--- src/rtl/irqp_pkg.sv ---
package irqp_pkg;
  typedef enum logic [2:0] {
    ST_IDLE = 3'd0,
    ST_W2   = 3'd1,
    ST_W3   = 3'd2,
    ST_W4   = 3'd3,
    ST_RUN  = 3'd4
  } seq_t;

  typedef struct packed {
    logic       ready;
    logic [4:0] vbase;
    logic [7:0] mask;
    logic       nested;
    logic       err;
    logic       rsel_isr;
  } unit_cfg_t;
endpackage

--- src/rtl/irqp_decode.sv ---
module irqp_decode #(
  parameter int AW = 8,
  parameter int NUNIT = 2,
  parameter logic [AW-1:0] PRI_BASE = 8'h20,
  parameter logic [AW-1:0] SEC_BASE = 8'hA0,
  localparam int UW = (NUNIT > 1) ? $clog2(NUNIT) : 1
) (
  input  logic             io_wr,
  input  logic             io_rd,
  input  logic [AW-1:0]    io_addr,
  output logic [NUNIT-1:0] wr_even,
  output logic [NUNIT-1:0] wr_odd,
  output logic             rd_hit,
  output logic [UW-1:0]    rd_unit,
  output logic             rd_odd
);
  localparam logic [1:0][AW-1:0] BASES = {SEC_BASE, PRI_BASE};

  logic [NUNIT-1:0] hit;

  for (genvar g = 0; g < NUNIT; g++) begin : g_hit
    assign hit[g]     = (io_addr[AW-1:1] == BASES[g][AW-1:1]);
    assign wr_even[g] = io_wr & hit[g] & ~io_addr[0];
    assign wr_odd[g]  = io_wr & hit[g] &  io_addr[0];
  end

  always_comb begin
    rd_unit = '0;
    for (int i = 0; i < NUNIT; i++) begin
      if (hit[i]) rd_unit = UW'(i);
    end
  end

  assign rd_hit = io_rd & (|hit);
  assign rd_odd = io_addr[0];
endmodule

--- src/rtl/irqp_unit.sv ---
module irqp_unit
  import irqp_pkg::*;
#(
  parameter int DW = 8,
  parameter logic [DW-1:0] CASCADE_REQ = 8'h04
) (
  input  logic          clk,
  input  logic          rst,
  input  logic          wr_even,
  input  logic          wr_odd,
  input  logic [DW-1:0] wdata,
  output unit_cfg_t     cfg
);
  seq_t       st_q;
  logic [4:0] vbase_q;
  logic [7:0] mask_q;
  logic       nested_q, err_q, rsel_q;

  always_ff @(posedge clk) begin
    if (rst) begin
      st_q     <= ST_IDLE;
      vbase_q  <= '0;
      mask_q   <= '1;
      nested_q <= 1'b0;
      err_q    <= 1'b0;
      rsel_q   <= 1'b0;
    end else if (wr_even) begin
      if (wdata[4]) begin
        // restart word: mode bits checked, others ignored
        st_q   <= ST_W2;
        rsel_q <= 1'b0;
        if (wdata[1] || !wdata[0]) err_q <= 1'b1;
      end else if (wdata[3] && wdata[1]) begin
        // read-select command
        rsel_q <= wdata[0];
      end
      // bits[4:3]=00: end-of-interrupt command, no effect here
    end else if (wr_odd) begin
      unique case (st_q)
        ST_W2: begin
          vbase_q <= wdata[7:3];
          st_q    <= ST_W3;
        end
        ST_W3: begin
          if (wdata != CASCADE_REQ) err_q <= 1'b1;
          st_q <= ST_W4;
        end
        ST_W4: begin
          nested_q <= wdata[4];
          st_q     <= ST_RUN;
        end
        ST_RUN:  mask_q <= wdata;
        default: ;
      endcase
    end
  end

  assign cfg.ready    = (st_q == ST_RUN);
  assign cfg.vbase    = vbase_q;
  assign cfg.mask     = mask_q;
  assign cfg.nested   = nested_q;
  assign cfg.err      = err_q;
  assign cfg.rsel_isr = rsel_q;


  icw_restart_chk: assert property (@(posedge clk) disable iff (rst)
    (wr_even && wdata[4]) |=> (!cfg.ready && !cfg.rsel_isr));

  mask_load_chk: assert property (@(posedge clk) disable iff (rst)
    (wr_odd && cfg.ready) |=> (cfg.mask == $past(wdata)));

  mask_hold_chk: assert property (@(posedge clk) disable iff (rst)
    !(wr_odd && cfg.ready) |=> $stable(cfg.mask));

  err_sticky_chk: assert property (@(posedge clk) disable iff (rst)
    cfg.err |=> cfg.err);

  eoi_quiet_chk: assert property (@(posedge clk) disable iff (rst)
    (wr_even && wdata[4:3] == 2'b00) |=> ($stable(cfg.rsel_isr) && $stable(cfg.ready)));
endmodule

--- src/rtl/irqp_rdmux.sv ---
module irqp_rdmux #(
  parameter int DW = 8,
  parameter int NUNIT = 2,
  localparam int UW = (NUNIT > 1) ? $clog2(NUNIT) : 1
) (
  input  logic                      clk,
  input  logic                      rst,
  input  logic                      rd_hit,
  input  logic                      io_rd,
  input  logic [UW-1:0]             rd_unit,
  input  logic                      rd_odd,
  input  logic [NUNIT-1:0][DW-1:0]  mask,
  input  logic [NUNIT-1:0][DW-1:0]  irr,
  input  logic [NUNIT-1:0][DW-1:0]  isr,
  input  logic [NUNIT-1:0]          rsel_isr,
  output logic [DW-1:0]             rdata
);
  logic [DW-1:0] sel;

  always_comb begin
    if (!rd_hit)                sel = '0;
    else if (rd_odd)            sel = mask[rd_unit];
    else if (rsel_isr[rd_unit]) sel = isr[rd_unit];
    else                        sel = irr[rd_unit];
  end

  always_ff @(posedge clk) begin
    if (rst)        rdata <= '0;
    else if (io_rd) rdata <= sel;
  end


  rd_hold_chk: assert property (@(posedge clk) disable iff (rst)
    !io_rd |=> $stable(rdata));

  rd_miss_chk: assert property (@(posedge clk) disable iff (rst)
    (io_rd && !rd_hit) |=> (rdata == '0));
endmodule

--- src/rtl/irq_prog_front.sv ---
module irq_prog_front
  import irqp_pkg::*;
#(
  parameter int DW = 8,
  parameter int AW = 8,
  parameter logic [AW-1:0] PRI_BASE = 8'h20,
  parameter logic [AW-1:0] SEC_BASE = 8'hA0,
  parameter logic [DW-1:0] PRI_CASCADE = 8'h04,
  parameter logic [DW-1:0] SEC_CASCADE = 8'h02
) (
  input  logic          clk,
  input  logic          rst,
  input  logic          io_wr,
  input  logic          io_rd,
  input  logic [AW-1:0] io_addr,
  input  logic [DW-1:0] io_wdata,
  output logic [DW-1:0] io_rdata,
  input  logic [DW-1:0] pri_irr,
  input  logic [DW-1:0] pri_isr,
  input  logic [DW-1:0] sec_irr,
  input  logic [DW-1:0] sec_isr,
  output logic          pri_ready,
  output logic          sec_ready,
  output logic [4:0]    pri_vbase,
  output logic [4:0]    sec_vbase,
  output logic [DW-1:0] pri_mask,
  output logic [DW-1:0] sec_mask,
  output logic          pri_nested,
  output logic          sec_nested,
  output logic          pri_cfg_err,
  output logic          sec_cfg_err
);
  localparam int NUNIT = 2;
  localparam int UW = 1;
  localparam logic [1:0][DW-1:0] CASC = {SEC_CASCADE, PRI_CASCADE};

  logic [NUNIT-1:0] wr_even, wr_odd, rsel;
  logic             rd_hit, rd_odd;
  logic [UW-1:0]    rd_unit;
  unit_cfg_t        cfg [NUNIT];
  logic [NUNIT-1:0][DW-1:0] mask_v, irr_v, isr_v;

  irqp_decode #(.AW(AW), .NUNIT(NUNIT), .PRI_BASE(PRI_BASE), .SEC_BASE(SEC_BASE)) u_dec (
    .io_wr(io_wr), .io_rd(io_rd), .io_addr(io_addr),
    .wr_even(wr_even), .wr_odd(wr_odd),
    .rd_hit(rd_hit), .rd_unit(rd_unit), .rd_odd(rd_odd)
  );

  for (genvar g = 0; g < NUNIT; g++) begin : g_unit
    irqp_unit #(.DW(DW), .CASCADE_REQ(CASC[g])) u_unit (
      .clk(clk), .rst(rst),
      .wr_even(wr_even[g]), .wr_odd(wr_odd[g]),
      .wdata(io_wdata), .cfg(cfg[g])
    );
    assign mask_v[g] = cfg[g].mask;
    assign rsel[g]   = cfg[g].rsel_isr;
  end

  assign irr_v = {sec_irr, pri_irr};
  assign isr_v = {sec_isr, pri_isr};

  irqp_rdmux #(.DW(DW), .NUNIT(NUNIT)) u_rd (
    .clk(clk), .rst(rst), .rd_hit(rd_hit), .io_rd(io_rd),
    .rd_unit(rd_unit), .rd_odd(rd_odd),
    .mask(mask_v), .irr(irr_v), .isr(isr_v), .rsel_isr(rsel),
    .rdata(io_rdata)
  );

  assign pri_ready   = cfg[0].ready;
  assign sec_ready   = cfg[1].ready;
  assign pri_vbase   = cfg[0].vbase;
  assign sec_vbase   = cfg[1].vbase;
  assign pri_mask    = cfg[0].mask;
  assign sec_mask    = cfg[1].mask;
  assign pri_nested  = cfg[0].nested;
  assign sec_nested  = cfg[1].nested;
  assign pri_cfg_err = cfg[0].err;
  assign sec_cfg_err = cfg[1].err;


  addr_miss_chk: assert property (@(posedge clk) disable iff (rst)
    (io_wr && io_addr[AW-1:1] != PRI_BASE[AW-1:1] && io_addr[AW-1:1] != SEC_BASE[AW-1:1])
    |=> ($stable(pri_mask) && $stable(sec_mask) && $stable(pri_ready) && $stable(sec_ready)));
endmodule

--- config.mk ---
export PLATFORM = sky130hd
export DESIGN_NAME = irq_prog_front
export DESIGN_NICKNAME = d
export VERILOG_FILES = /design/src/rtl/irqp_pkg.sv /design/src/rtl/irqp_decode.sv /design/src/rtl/irqp_unit.sv /design/src/rtl/irqp_rdmux.sv /design/src/rtl/irq_prog_front.sv
export SDC_FILE = /design/constraint.sdc
export NUM_CORES = 1
export LEC_CHECK = 0
export ABC_CLOCK_PERIOD_IN_PS = 5150
export BUFFER_PORTS_ARGS = -buffer_cell sky130_fd_sc_hd__buf_4
export CAP_MARGIN = 20
export CELL_PAD_IN_SITES_DETAIL_PLACEMENT = 0
export CELL_PAD_IN_SITES_GLOBAL_PLACEMENT = 1
export CORE_ASPECT_RATIO = 1.5
export CORE_UTILIZATION = 38
export CTS_CLUSTER_SIZE = 28
export DETAILED_ROUTE_END_ITERATION = 8
export PLACE_DENSITY = 0.89
export SLEW_MARGIN = 20
export SYNTH_ARGS = -nofsm -noshare
export SYNTH_HDL_FRONTEND = slang
export SYNTH_SLANG_ARGS = --single-unit
--- constraint.sdc ---
create_clock -name clk -period 5.15 [get_ports clk]
set_input_delay 0.515 -clock clk [delete_from_list [all_inputs] [get_ports clk]]
set_output_delay 0.515 -clock clk [all_outputs]
set_load 0.02 [all_outputs]
==> flow_metrics.env <==
export IMPL_startpoint_type="input pin"
export IMPL_n_antenna_cell=0
export IMPL_dp_cells=414
export IMPL_setup_viol=0
export IMPL_p_int_uw=492
export IMPL_relSlewSlack_pct=59.7
export IMPL_stdcell_count=422
export IMPL_layout_nets=399
export IMPL_drive_above_1_share_pct=34.8
export IMPL_drc=0
export IMPL_cp_required_ns=5.32
export IMPL_clk_pin_slew_ns=0.10
export IMPL_fin_hold_ws_ns=0.477
export IMPL_seqPwrFrac_pct=53.8
export IMPL_grt_total_usage_pct=20.1
export IMPL_fin_crit_sh_pct=39.6
export IMPL_clock_sinks=46
export IMPL_clock_path_buffers=2
export IMPL_rsz0062_at_grt="false"
export IMPL_slew_violations=0
export IMPL_crit_type="in -> reg"
export IMPL_gp_congestion=0.861
export IMPL_vias=2311
export IMPL_grt_pass1_wl_um=10300
export IMPL_synth_cell_types=40
export IMPL_start_util_pct=39.0
export IMPL_avgRoutedWirePerCell_um=15.2
export IMPL_fp_dieH_um=99.2
export IMPL_cts_resized=0
export IMPL_end_kind="flip-flop"
export IMPL_layout_commonest_cell="buf_4"
export IMPL_final_cell_mix="91 x buf_4, 46 x dfxtp_1, 38 x nor2_1"
export IMPL_critical_path_peak_fanout=16
export IMPL_fmaxAchievable_mhz=491
export IMPL_p_leak_uw=0.00129
export IMPL_drtPass1Iterations=6
export IMPL_yosys_warnings=0
export IMPL_yosysSeqAreaShare_pct=38.5
export IMPL_synth_nets=321
export IMPL_grt_overflow_total=0
export IMPL_worstPathArrival_ns=2.21
export IMPL_wirelength_um=6420
export IMPL_vdd_ir_drop_max_mv=0.156
export IMPL_hpwl_um=4830
export IMPL_clock_root_buffer="clkbuf_8"
export IMPL_cts_tree="done"
export IMPL_worst_pin_slew_ns=0.603
export IMPL_power_frac_comb_pct=11.6
export IMPL_fp_dieW_um=66.8
export IMPL_grt_pass1_vias=2118
export IMPL_htree_levels=2
export IMPL_antenna_found_initial=0
export IMPL_viasPerCell=5.48
export IMPL_drt_iter0_markers=139
export IMPL_synth_cells=269
export IMPL_p_switching_uw=169
export IMPL_syn_mean_instance_area_um2=8.90
export IMPL_fp_row_count=35
export IMPL_worstSkewPairLatency_ns=0.30
export IMPL_port_buffers=91
export IMPL_ys_ff_latch=46
export IMPL_hold_viol_final=0
export IMPL_final_antenna_net_count=0
export IMPL_clockPowerShare_pct=34.6
export IMPL_cts_hold_buf=0
export IMPL_fin_tns_setup_ns=0
export IMPL_skew_ns=0.0134
export IMPL_outcome="complete, no violations"
export IMPL_syn2layout_area_growth_pct=32.5
export IMPL_grt_max_degree=56
export IMPL_io_pins=92
export IMPL_min_period_ns=2.04
export IMPL_cts_buffers_inserted=5
export IMPL_die_area_um2=6630
export IMPL_synthesis_area_um2=2390
export IMPL_power_density_nw_per_um2=209
export IMPL_switching_share_pct=25.6
export IMPL_post_cts_buffers=0
export IMPL_hp_class="reg -> reg"
export IMPL_core_um2=6130
export IMPL_maxCapViolations=0
[registers in the layout, summed over array words and instances, names as in the netlist]
name	cells
g_unit.u_unit.st_q	6
g_unit.u_unit.rsel_q	2
g_unit.u_unit.mask_q	16
u_rd.rdata	8
g_unit.u_unit.err_q	2
g_unit.u_unit.nested_q	2
g_unit.u_unit.vbase_q	10
[worst paths after layout]
kind	to	start	cells past startpoint	slack, ns
max	g_unit[0].u_unit.mask_q[2]	io_addr[2]	5	3.11
min	g_unit[0].u_unit.err_q	g_unit[0].u_unit.err_q	1	0.48
max reg2reg	g_unit[0].u_unit.mask_q[2]	g_unit[0].u_unit.st_q[1]	4	3.23
min reg2reg	g_unit[0].u_unit.err_q	g_unit[0].u_unit.err_q	1	0.48
[synth_stat cells, drive strengths merged]
library cell,number,area (um2)
a22o,8,70.1
mux2,16,180
and4,2,17.5
nand2b,10,62.6
inv,2,7.51
nand4,1,6.26
or3,2,12.5
or4,3,30.0
dfxtp,46,921
o31ai,1,7.51
a31oi,2,12.5
o21a,1,7.51
nor2b,5,31.3
nor2,38,143
nor3,17,85.1
nand2,12,45.0
and3,1,6.26
o311a,7,70.1
nand4bb,1,11.3
nor4,5,52.6
o211ai,1,7.51
clkbuf,14,52.6
mux4,1,22.5
nor4b,1,8.76
nand4b,3,26.3
or2,1,6.26
nor3b,4,30.0
a21oi,24,120
nand3b,1,7.51
buf,6,37.5
mux2i,21,210
o2bb2ai,2,17.5
nor4bb,1,10.0
a2111oi,2,17.5
and4b,1,10.0
o21ai,6,30.0
[layer usage]
metal / wire length [um] / global-route usage (%) / up-vias
li1: - / - / 1138
met1: 2730 / 25.4 / 1080
met2: 3140 / 32.9 / 81
met3: 373 / 3.56 / 12
met4: 176 / 8.35 / 0
met5: 0 / 0 / -
[critical path, cell delays in order]
cell and delay [ns]:
buf_4 0.12, nor4_2 0.55, nand4_1 0.61, nor3_1 0.34, a21oi_1 0.07
[power groups by stage]
stage / Sequential, uW / Clock [uW] / Combinational [uW]
2_1_floorplan: 364 / 0 / 34.1
3_3_place_gp: 364 / 0 / 75.6
3_5_place_dp: 364 / 0 / 76.4
4_1_cts: 356 / 233 / 76.7
5_1_grt: 356 / 244 / 84.2
6_report: 356 / 229 / 76.7
[through the flow]
stage          power (uW)  worst slack, ns  util [%]  area [um2]
2_1_floorplan         399             3.02         -        2390
4_1_cts               666             3.09      51.7        3170
6_report              662             3.11      51.7        3170
3_3_place_gp          440             2.78      50.2        3080
5_1_grt               685             2.74      51.7        3170
3_5_place_dp          441             2.78      50.2        3080
[cell families (layout without fill, tap and decap cells)]
family	after synthesis	in the layout	synth area share, %
AND/OR/NAND/NOR	109	109	25.1
flip-flops	46	46	38.5
AO/OA/AOI/OAI	54	54	15.1
buffers and inverters	22	101	4.08
multiplexers	38	38	17.3
[cell type report]
type	instances	area [um2]
inverters	2	7.51
clock buffers	5	68.8
fillers	602	2960
multi-input cells	201	1380
clock inverters	3	23.8
flip-flops and latches	46	921
repair buffers	91	683
well taps	74	92.6
Note: power is estimated with default switching activity, not from simulation.
